<file path="src/rtl/prv_stack_pkg.sv">
package prv_stack_pkg;

  localparam int STAT_W = 64;

  localparam logic [1:0] PRV_USER  = 2'd0;
  localparam logic [1:0] PRV_SUPER = 2'd1;
  localparam logic [1:0] PRV_RSVD  = 2'd2;
  localparam logic [1:0] PRV_MACH  = 2'd3;

  localparam logic [4:0] MODE_BARE = 5'd0;
  localparam logic [4:0] MODE_PG32 = 5'd8;
  localparam logic [4:0] MODE_PG39 = 5'd9;
  localparam logic [4:0] MODE_PG48 = 5'd10;

  // supervisor view bit positions
  localparam int S_IE  = 0;
  localparam int S_PIE = 1;
  localparam int S_PS  = 2;
  localparam int S_OVR = 3;
  localparam int S_FS  = 4;
  localparam int S_XS  = 6;

  typedef struct packed {
    logic [1:0] prv;
    logic       ie;
  } lvl_t;

  typedef struct packed {
    logic [4:0] mode;
    logic [1:0] xs;
    logic [1:0] fs;
    logic       ovr;
    lvl_t [2:0] stk;
  } stat_t;

  localparam int STAT_BITS = $bits(stat_t);

  function automatic logic mode_ok(input logic [4:0] m, input int xl);
    return (m == MODE_BARE) ||
           (xl == 32 && m == MODE_PG32) ||
           (xl == 64 && (m == MODE_PG39 || m == MODE_PG48));
  endfunction

endpackage

</file>
<file path="src/rtl/prv_stack_shift.sv">
module prv_stack_shift
  import prv_stack_pkg::*;
(
  input  stat_t cur_i,
  input  logic  push_i,
  output stat_t nxt_o
);

  lvl_t up [3];
  lvl_t dn [3];

  assign up[0] = '{prv: PRV_MACH, ie: 1'b0};
  assign dn[2] = '{prv: PRV_USER, ie: 1'b1};

  for (genvar i = 1; i < 3; i++) begin : g_up
    assign up[i] = cur_i.stk[i-1];
  end

  for (genvar i = 0; i < 2; i++) begin : g_dn
    assign dn[i] = cur_i.stk[i+1];
  end

  always_comb begin
    nxt_o = cur_i;
    for (int i = 0; i < 3; i++) begin
      nxt_o.stk[i] = push_i ? up[i] : dn[i];
    end
    if (push_i) nxt_o.ovr = 1'b0;
  end

endmodule

</file>
<file path="src/rtl/prv_field_filter.sv">
module prv_field_filter
  import prv_stack_pkg::*;
#(
  parameter int XLEN = 64
) (
  input  stat_t              cur_i,
  input  logic [STAT_W-1:0]  wdata_i,
  input  logic               sup_i,
  output stat_t              nxt_o
);

  stat_t offer;
  logic  unused_hi;

  assign unused_hi = ^wdata_i[STAT_W-1:STAT_BITS];

  always_comb begin
    if (sup_i) begin
      offer            = cur_i;
      offer.stk[0].ie  = wdata_i[S_IE];
      offer.stk[1].ie  = wdata_i[S_PIE];
      offer.stk[1].prv = {1'b0, wdata_i[S_PS]};
      offer.ovr        = wdata_i[S_OVR];
      offer.fs         = wdata_i[S_FS +: 2];
      offer.xs         = wdata_i[S_XS +: 2];
    end else begin
      offer = stat_t'(wdata_i[STAT_BITS-1:0]);
    end
  end

  always_comb begin
    nxt_o     = offer;
    for (int i = 0; i < 3; i++) begin
      if (offer.stk[i].prv == PRV_RSVD) nxt_o.stk[i].prv = cur_i.stk[i].prv;
    end
    nxt_o.mode = mode_ok(offer.mode, XLEN) ? offer.mode : cur_i.mode;
  end

endmodule

</file>
<file path="src/rtl/prv_vector_gen.sv">
module prv_vector_gen #(
  parameter int              ADDR_W   = 64,
  parameter logic [ADDR_W-1:0] VEC_BASE = 'h1000
) (
  input  logic [1:0]        prv_i,
  output logic [ADDR_W-1:0] tgt_o
);

  localparam int STRIDE_SH = 6;

  assign tgt_o = VEC_BASE + ADDR_W'({prv_i, {STRIDE_SH{1'b0}}});

endmodule

</file>
<file path="src/rtl/prv_stack_ctrl.sv">
module prv_stack_ctrl
  import prv_stack_pkg::*;
#(
  parameter int                XLEN     = 64,
  parameter int                CAUSE_W  = 64,
  parameter int                ADDR_W   = 64,
  parameter logic [ADDR_W-1:0] VEC_BASE = 'h1000
) (
  input  logic               clk,
  input  logic               rst_n,
  input  logic               trap_i,
  input  logic [CAUSE_W-1:0] trap_cause_i,
  input  logic               trap_ret_i,
  input  logic               csr_wr_i,
  input  logic               csr_sup_i,
  input  logic [STAT_W-1:0]  csr_wdata_i,
  output logic [STAT_W-1:0]  status_o,
  output logic [STAT_W-1:0]  sup_status_o,
  output logic [CAUSE_W-1:0] cause_o,
  output logic [ADDR_W-1:0]  target_o
);

  localparam logic [ADDR_W-1:0] BOOT_ADDR = VEC_BASE + ADDR_W'(256);
  localparam stat_t STAT_RST = '{mode: MODE_BARE, xs: 2'd0, fs: 2'd0, ovr: 1'b0,
                                 stk: {{PRV_SUPER, 1'b0}, {PRV_SUPER, 1'b0}, {PRV_MACH, 1'b0}}};

  // reset: asserted asynchronously, released on the clock
  logic [1:0] rst_sync;
  logic       rst_q_n;

  always_ff @(posedge clk or negedge rst_n) begin
    if (!rst_n) rst_sync <= 2'b00;
    else        rst_sync <= {rst_sync[0], 1'b1};
  end
  assign rst_q_n = rst_sync[1];

  stat_t              stat_q, stat_d, shift_nxt, filt_nxt;
  logic               stat_en;
  logic [ADDR_W-1:0]  tgt_q, tgt_d;
  logic [CAUSE_W-1:0] cause_q;
  logic               sd;

  prv_stack_shift u_shift (
    .cur_i  (stat_q),
    .push_i (trap_i),
    .nxt_o  (shift_nxt)
  );

  prv_field_filter #(.XLEN(XLEN)) u_filter (
    .cur_i   (stat_q),
    .wdata_i (csr_wdata_i),
    .sup_i   (csr_sup_i),
    .nxt_o   (filt_nxt)
  );

  prv_vector_gen #(.ADDR_W(ADDR_W), .VEC_BASE(VEC_BASE)) u_vec (
    .prv_i (stat_q.stk[0].prv),
    .tgt_o (tgt_d)
  );

  // next state
  always_comb begin
    stat_en = trap_i | trap_ret_i | csr_wr_i;
    stat_d  = (trap_i | trap_ret_i) ? shift_nxt : filt_nxt;
  end

  // registers
  always_ff @(posedge clk or negedge rst_q_n) begin
    if (!rst_q_n)     stat_q <= STAT_RST;
    else if (stat_en) stat_q <= stat_d;
  end

  always_ff @(posedge clk or negedge rst_q_n) begin
    if (!rst_q_n)    tgt_q <= BOOT_ADDR;
    else if (trap_i) tgt_q <= tgt_d;
  end

  always_ff @(posedge clk or negedge rst_q_n) begin
    if (!rst_q_n)    cause_q <= '0;
    else if (trap_i) cause_q <= trap_cause_i;
  end

  // views
  always_comb begin
    sd                   = (stat_q.fs == 2'b11) | (stat_q.xs == 2'b11);
    status_o             = {sd, {(STAT_W-1-STAT_BITS){1'b0}}, stat_q};
    sup_status_o         = '0;
    sup_status_o[S_IE]   = stat_q.stk[0].ie;
    sup_status_o[S_PIE]  = stat_q.stk[1].ie;
    sup_status_o[S_PS]   = stat_q.stk[1].prv[0];
    sup_status_o[S_OVR]  = stat_q.ovr;
    sup_status_o[S_FS +: 2] = stat_q.fs;
    sup_status_o[S_XS +: 2] = stat_q.xs;
    sup_status_o[STAT_W-1]  = sd;
  end

  assign cause_o  = cause_q;
  assign target_o = tgt_q;


  push_shift_chk: assert property (@(posedge clk) disable iff (!rst_q_n)
    trap_i |=> (stat_q.stk[0].prv == PRV_MACH) && !stat_q.stk[0].ie && !stat_q.ovr &&
               (stat_q.stk[1] == $past(stat_q.stk[0])) &&
               (stat_q.stk[2] == $past(stat_q.stk[1])));


  pop_shift_chk: assert property (@(posedge clk) disable iff (!rst_q_n)
    (trap_ret_i && !trap_i) |=> (stat_q.stk[0] == $past(stat_q.stk[1])) &&
                                (stat_q.stk[1] == $past(stat_q.stk[2])) &&
                                (stat_q.stk[2].prv == PRV_USER) && stat_q.stk[2].ie);


  vec_offset_chk: assert property (@(posedge clk) disable iff (!rst_q_n)
    trap_i |=> target_o == VEC_BASE + ADDR_W'($past(stat_q.stk[0].prv)) * ADDR_W'(64));


  cause_latch_chk: assert property (@(posedge clk) disable iff (!rst_q_n)
    trap_i |=> cause_o == $past(trap_cause_i));


  no_rsvd_prv_chk: assert property (@(posedge clk) disable iff (!rst_q_n)
    (status_o[2:1] != PRV_RSVD) && (status_o[5:4] != PRV_RSVD) && (status_o[8:7] != PRV_RSVD));


  mode_legal_chk: assert property (@(posedge clk) disable iff (!rst_q_n)
    mode_ok(status_o[18:14], XLEN));


  idle_hold_chk: assert property (@(posedge clk) disable iff (!rst_q_n)
    (!trap_i && !trap_ret_i && !csr_wr_i) |=> $stable(status_o) && $stable(target_o) && $stable(cause_o));

endmodule

</file>
<file path="config.mk">
export PLATFORM = sky130hd
export DESIGN_NAME = prv_stack_ctrl
export DESIGN_NICKNAME = d
export VERILOG_FILES = /design/src/rtl/prv_stack_pkg.sv /design/src/rtl/prv_stack_shift.sv /design/src/rtl/prv_field_filter.sv /design/src/rtl/prv_vector_gen.sv /design/src/rtl/prv_stack_ctrl.sv
export SDC_FILE = /design/constraint.sdc
export NUM_CORES = 1
export LEC_CHECK = 0
export BUFFER_PORTS_ARGS = -buffer_cell sky130_fd_sc_hd__buf_2
export CORE_AREA = 2 2 151 153
export DETAILED_ROUTE_END_ITERATION = 7
export DIE_AREA = 0 0 153 155
export MAX_ROUTING_LAYER = met4
export SLEW_MARGIN = 20
export SYNTH_ARGS = -nofsm -noshare
export SYNTH_HDL_FRONTEND = slang
export SYNTH_SLANG_ARGS = --single-unit
</file>
<file path="constraint.sdc">
create_clock -name clk -period 2.6 [get_ports clk]
set_input_delay 0.26 -clock clk [delete_from_list [all_inputs] [get_ports clk]]
set_output_delay 0.26 -clock clk [all_outputs]
set_load 0.05 [all_outputs]
</file>
Word level (Yosys, flattened, before mapping):

Index checks and enable logic that the tools add are counted.

* register bits after elaboration: 149
* input bits: 134
* output and inout bits: 256
* word-level logic and storage cells: 49

* $add $sub $neg: 1
* eq/ne operators: 12
* muxes and demuxes: 9
* bitwise gates (word level): 4
* reductions and logical operators: 10

Operators by type and width (number)
* 19-bit two-way mux: 1
* 13-bit by 8-bit adder with 14-bit output (first input constant): 1
* 2-bit AND reduction: 6
* 2-bit equality test (second input constant): 5
* 5-bit by 4-bit equality test with 1-bit output (second input constant): 2
* 10-bit two-way mux: 1
* 3-bit two-way mux: 3
* 2-bit inequality test (second input constant): 4
* 2-bit two-way mux: 3
* 5-bit logical NOT: 1
* 1-bit bitwise OR: 3
* 3-bit AND reduction: 1
* 1-bit logical OR: 2
* 2-bit by 1-bit inequality test with 1-bit output (second input constant): 1
* 1-bit two-way mux: 1
* 1-bit inverter: 1

Longest topological paths before layout:

Gate-level depths: netlist of the first run.

* word-level depth: 5
* depth in mapped cells: 6
* mapped depth without buffers: 4

Hierarchy:

Synthesis of the first run repeated with hierarchy kept, for this count alone.

* cell total of the unflattened synthesis: 603
* area, all modules: 7678.6 µm²

Modules (own cells, without submodules)
* prv_stack_ctrl: times used 1, cells an instance 469, area each 6612.6 µm², sequential area each 3736.1 µm²
* prv_vector_gen: times used 1, cells an instance 66, area each 488.0 µm², sequential area each 0.0 µm²
* prv_field_filter: times used 1, cells an instance 48, area each 410.4 µm², sequential area each 0.0 µm²
* prv_stack_shift: times used 1, cells an instance 20, area each 167.7 µm², sequential area each 0.0 µm²

Worst setup path before layout of the first run:

Ideal clock, no wire load.

* path kind: input port to flip-flop
* from: input trap_i
* to: register stat_q, in the netlist status_o[14]
* setup time: 0.125 ns
* data arrival time: 1.240 ns
* required time: 2.475 ns
* setup slack: 1.235 ns
* stages on the path: 5
* buffers on the path: 1
* cells stage by stage: buf_2 -> nor2_2 -> nand2_1 -> nor4_2 -> mux2_2

* word-level cells in the longest chain between the ends: 3
* elaborated cells between the ends (all ways): 4
* those cells by class: 3 x bitwise; 1 x reduce/logical

Ends and longest elaborated chain
* from (decl): RTL line prv_stack_ctrl.sv:11 `input logic trap_i,`
* 1-bit bitwise OR *: RTL line prv_stack_ctrl.sv:63, prv_stack_ctrl.sv:64
* 1-bit bitwise OR or 1-bit inverter (tied branches)
* 3-bit AND reduction (no line) *
* to (signal assigned): RTL line prv_stack_ctrl.sv:70 `else if (stat_en) stat_q <= stat_d;`
* to (decl): RTL line prv_stack_ctrl.sv:37 `stat_t stat_q, stat_d, shift_nxt, filt_nxt;`

Every way passes the cells marked *; elsewhere a longest branch is shown, timed or not.
A chain may end at the register's enable or synchronous reset.

Worst setup path after layout of the first run:

* from: register stat_q, in the netlist status_o[4]
* to: output sup_status_o[2]

RTL lines
* to (decl): RTL line prv_stack_ctrl.sv:18 `output logic [STAT_W-1:0] sup_status_o,`

No word-level cell between the ends.

==> flow_summary.toml, run 1 <==
[worst_setup_path]
slowest_delay_ns = 0.61
path_buf_inv = 1
critical_path.max_fanout = 5
path_class = "flop to primary output"
cp-start-kind = "flop"
crit_family = "flip-flops"
worst_path_max_delay_cell = "dfstp_2"
cp.arrival_ns = 1.23
cp-end-kind = "primary output"
path_cells = "buf_2"
cp.required_ns = 2.34

[logic_synthesis]
ys_ff_latch = 88
syn_area_um2 = 4850
synth_top_area_share_pct = 42.8
synth_area_leaders = "dfrtp_1, buf_4, mux2_2, dfstp_2, mux2i_1"
syn-instance-count = 431
avgSynthCellArea_um2 = 11.3
yosysUniqueCellTypes = 36
yosysTopAreaCell = "dfrtp_1"
ys_seq_area_share_pct = 45.5
yosys_warnings = 0

[power]
p_switching_mw = 1.93
comb_power_share_pct = 35.6
pwr-share-seq_pct = 36.4
power_density_nw_per_um2 = 770
p_total_mw = 4.41
p_leak_nw = 2.93
clkPwrFrac_pct = 28.0
peakVddDrop_mv = 0.320
p_int_mw = 2.48
p_sw_share_pct = 43.9

[final_layout]
multi_input_area_um2 = 1880
final_cell_mix = "buf_2, conb_1, dfrtp_1, mux2_2, nand2_1"
fill_cells = 2379
drive_gt1_share_pct = 45.5
mostFrequentLayoutCell = "buf_2"
regArea_um2 = 2210
nets = 740
syn_to_final_growth_pct = 18.0

[detailed_routing]
wl_per_cell_um = 12.2
vias = 3177
drc = 0
drt-initial-drc-count = 74
drtPass1Iterations = 6
ant_nets = 0
routed_wl_um = 11000
vias_per_cell = 3.54

[placed_design]
gp_congestion = 0.762
hpwlAfterDp_um = 8450
portBuffers = 184

[sta]
timing.setup.tns_ns = 0
finalMaxSlewViolations = 0
slew_headroom_pct = 59.2
fin_crit_sh_pct = 57.4
hold_slack_ns = 0.148
fin_crit_ns = 1.49
rsz0062_at_grt = "false"
hold_viol = 0
fin_skew_ns = 0.00857
fmax_ghz = 0.670
worst_slew_pin_slew_ns = 0.597
setup_viol_count_final = 0

[outcome]
status = "finished, final reports clean"

[global_route]
grt_pass1_vias = 2904
grt_max_degree = 49
grt_antenna_before_repair = 2
grt_pass1_wl_um = 16200
grt_overflow = 0
track_usage_pct = 9.19

[floorplan]
dieArea_um2 = 23700
die_h_um = 155
rows = 55
start_util_pct = 21.8
io_pins = 390
fp.dieW_um = 153
core_um2 = 22200

[clock_tree]
post_cts_buffers = 0
tritoncts = "yes"
cts-buffers-inserted = 9
clock_latency_ns = 0.34
clkTransAtPathRegs_ns = 0.07
cts_root_buffer = "clkbuf_16"
clock_sinks = 88
cts_buffer_depth = 2
cts_max_level = 3

[worst_hold_path]
min_path_type = "primary input to flop"

[flow_run]
max-cap-violations = 0
==> metrics by stage <==
stage | util [%] | setup slack [ns] | cells | cell area, um^2
finish | 25.8 | 1.11 | 898 | 5730
global route | 25.8 | 1.06 | 898 | 5730
CTS | 25.7 | 1.05 | 896 | 5720
detailed placement | 24.4 | 0.918 | 879 | 5430
global placement | 24.4 | 0.926 | 879 | 5430
floorplan | - | 1.12 | 590 | 5450
==> final cells by class <==
class,count,share of cell area [%]
diodes,2,0.0874
multi-input cells,312,32.8
well taps,285,6.23
inverters,6,0.393
repair buffers,189,17.0
flip-flops and latches,88,38.6
clock inverters,4,0.546
clock buffers,12,4.31
==> synthesized netlist by cell type <==
| cell | instances |
|---|---|
| a2111oi_0 | 1 |
| a211o_2 | 1 |
| a211oi_1 | 5 |
| a21boi_0 | 2 |
| a21oi_1 | 8 |
| a221oi_1 | 1 |
| a22o_1 | 1 |
| a22oi_1 | 1 |
| a2bb2oi_1 | 1 |
| a32oi_1 | 1 |
| a41oi_1 | 1 |
| and2b_1 | 1 |
| buf_2 | 10 |
| buf_4 | 170 |
| clkbuf_1 | 4 |
| conb_1 | 2 |
| dfrtp_1 | 83 |
| dfstp_2 | 5 |
| inv_1 | 6 |
| mux2_2 | 66 |
| mux2i_1 | 7 |
| nand2_1 | 15 |
| nand2b_1 | 2 |
| nand3b_1 | 1 |
| nor2_1 | 8 |
| nor2_2 | 1 |
| nor2b_1 | 3 |
| nor3_1 | 2 |
| nor3b_1 | 1 |
| nor4_2 | 1 |
| o21ai_0 | 13 |
| o21bai_1 | 1 |
| o221a_2 | 1 |
| o31ai_1 | 1 |
| o41ai_1 | 2 |
| xnor2_1 | 2 |
==> registers in the layout, indices dropped and copies added (netlist names) <==
name	count
status_o	19
target_o	3
rst_sync	2
cause_o	64
==> worst paths after layout <==
kind	depth (start not counted)	from	slack, ns	to
max	1	status_o[4]	1.11	sup_status_o[2]
min	2	trap_cause_i[51]	0.15	cause_o[51]
max reg2reg	4	status_o[15]	1.50	status_o[18]
min reg2reg	0	rst_sync[1]	0.31	cause_o[16]
max in group asynchronous	1	rst_sync[1]	1.56	status_o[2]
min in group asynchronous	2	rst_n	0.24	rst_sync[1]
==> repair_timing <==
item | CTS | global route
hold buffers | 1 | 0
resized for setup | 0 | 0
endpoints found under the hold margin | 2 | 0
==> cell families (layout without fill, tap and decap cells) <==
family	after synthesis	count (layout)	synth area share (%)
flip-flops	88	88	45.5
buffers and inverters	190	211	28.1
AO/OA/AOI/OAI	41	41	5.60
AND/OR/NAND/NOR	35	35	3.48
other	2	163	0.155
XOR/XNOR	2	2	0.361
multiplexers	73	73	16.8
==> power groups by stage <==
stage	Clock [mW]	Sequential [mW]	Combinational, mW
4_1_cts	1.29	1.61	1.58
6_report	1.23	1.61	1.57
5_1_grt	1.34	1.63	1.64
3_5_place_dp	0	1.63	1.58
3_3_place_gp	0	1.63	1.57
2_1_floorplan	0	2.11	1.01
==> metal layers <==
| layer | vias to the layer above | part of all wire, % | wire [um] | track usage (%) |
|---|---|---|---|---|
| li1 | 1460 | - | - | - |
| met1 | 1516 | 42 | 4580 | 11.3 |
| met2 | 189 | 49 | 5410 | 14.5 |
| met3 | 12 | 7.4 | 811 | 2.48 |
| met4 | 0 | 1.4 | 158 | 3.31 |
| met5 | - | 0 | 0 | - |
Power figures use the tool's default switching activity.
==> run 2: changes to the inputs <==
==> constraint.sdc (replaced) <==
create_clock -name clk -period 1.4 [get_ports clk]
set_input_delay 0.14 -clock clk [delete_from_list [all_inputs] [get_ports clk]]
set_output_delay 0.14 -clock clk [all_outputs]
set_load 0.05 [all_outputs]
==> run 2 against run 1 <==
Routed wire length increased by 0.21%. First-iteration DRC count rose by 26%. Power up 89%. Cell count up 0.78%. Die area stayed put. Register-to-register slack worse by 1.2 ns. Critical path depth is 1 higher. Worst hold slack got worse by 0.12 ns. Clock power is 95% higher. Sequential share of layout area decreased by 0.68 points. Largest power group unchanged.
==> flow_summary.toml, run 2 (synthesized netlist as in run 1, its figures left out) <==
[outcome]
status = "finished, final reports clean"

[floorplan]
dieArea_um2 = 23700
core_um2 = 22200
io_pins = 390
fp.dieW_um = 153
die_h_um = 155
start_util_pct = 21.8
rows = 55

[final_layout]
drive_gt1_share_pct = 46.5
multi_input_area_um2 = 1880
final_util_pct = 26.2
syn_to_final_growth_pct = 20.2
largest_reg_flops = 64
fill_cells = 2351
regArea_um2 = 2210
final_cell_mix = "buf_2, conb_1, dfrtp_1, mux2_2, nand2_1"
antenna_cells = 0
nets = 749
mostFrequentLayoutCell = "buf_2"

[clock_tree]
tritoncts = "yes"
clock_sinks = 88
post_cts_buffers = 0
clkTransAtPathRegs_ns = 0.08
clock_latency_ns = 0.34
cts_buffer_depth = 2
cts-buffers-inserted = 9
cts_max_level = 3
cts_root_buffer = "clkbuf_16"

[sta]
setup_viol_count_final = 0
fin_crit_sh_pct = 96.5
rsz0062_at_grt = "true"
finalWorstSetupSlack_ns = 0.0489
fmax_ghz = 0.740
finalMaxSlewViolations = 0
timing.setup.tns_ns = 0
hold_viol = 0
fin_crit_ns = 1.35
fin_skew_ns = 0.00646

[power]
power_density_nw_per_um2 = 1430
peakVddDrop_mv = 0.596
p_leak_nw = 3.00

[worst_hold_path]
min_path_type = "primary input to flop"
holdPathStages = 2

[detailed_routing]
drtPass1Iterations = 4
vias_per_cell = 3.59
vias = 3249
drt-initial-drc-count = 93
routed_wl_um = 11000
ant_nets = 0
wl_per_cell_um = 12.1
drc = 0

[worst_setup_path]
slowest_delay_ns = 0.45
r2r_cells = 4
path_class = "flop to primary output"
cp-start-kind = "flop"
path_buf_inv = 1
critical_path.max_fanout = 4
worst_path_max_delay_cell = "dfrtp_2"
cp-end-kind = "primary output"
cp.arrival_ns = 1.21
cp.required_ns = 1.26
crit_family = "flip-flops"
crit_cells = 2
path_cells = "a22o_1 -> buf_2"

[placed_design]
hpwlAfterDp_um = 8580
portBuffers = 184
gp_congestion = 0.802
pre_cts_slack_ns = -0.000258

[global_route]
grt_overflow = 0
grt_antenna_before_repair = 0
grt_max_degree = 53
track_usage_pct = 9.32
grt_pass1_vias = 3071
grt_pass1_wl_um = 16800

[flow_run]
max-cap-violations = 0
[run 2: cell count changes in the layout (fill, tap and decap cells not counted), moves of 2 or more]
cell and delta:
clkbuf_1 -2, buf_4 +5, inv_6 +3, clkinvlp_4 -2, diode_2 -2, inv_8 +2, dlygate4sd3_1 +2, buf_12 +2
[run 2: layout make-up]
cell class	count	area share (%)
inverters	6	0.386
clock inverters	7	1.05
flip-flops and latches	88	38.0
multi-input cells	312	32.2
well taps	285	6.12
repair buffers	198	18.5
clock buffers	9	3.86
[run 2: routing by layer]
metal / part of all wire (%) / vias up / GRT usage [%] / wire, um
met1: 41 / 1570 / 11.5 / 4470
li1: - / 1472 / - / -
met4: 0.81 / 0 / 2.91 / 89
met5: 0 / - / - / 0
met2: 51 / 200 / 15.2 / 5570
met3: 7.8 / 7 / 2.23 / 857
[run 2: worst paths after layout]
kind | start | end | slack, ns
min in group asynchronous | rst_n | rst_sync[1] | 0.13
max | status_o[12] | sup_status_o[63] | 0.05
max reg2reg | status_o[7] | status_o[7] | 0.27
min reg2reg | rst_sync[1] | cause_o[33] | 0.22
min | trap_cause_i[37] | cause_o[37] | 0.02
max in group asynchronous | rst_sync[1] | status_o[2] | 0.64
[run 2: what timing repair did]
action                                 CTS  global route
hold buffers                             3             0
gates resized for setup                  1             1
endpoints found under the hold margin    4             0
setup endpoints to repair                2             3
[run 2: per-stage QoR]
stage | hold WS (ns) | total power, mW | instances | area [um^2]
floorplan | -0.156 | 5.79 | 590 | 5450
global placement | -0.0744 | 5.97 | 886 | 5510
finish | 0.0237 | 8.34 | 905 | 5830
CTS | 0.00193 | 8.48 | 905 | 5830
global route | 0.00770 | 8.74 | 905 | 5830
detailed placement | -0.0731 | 5.99 | 886 | 5510
[run 2: power by group]
group	switching [mW]	internal (mW)	total (mW)	leakage (nW)
Clock	1.15	1.25	2.40	0.141
Combinational	2.40	0.563	2.96	1.82
Sequential	0.172	2.80	2.98	1.03
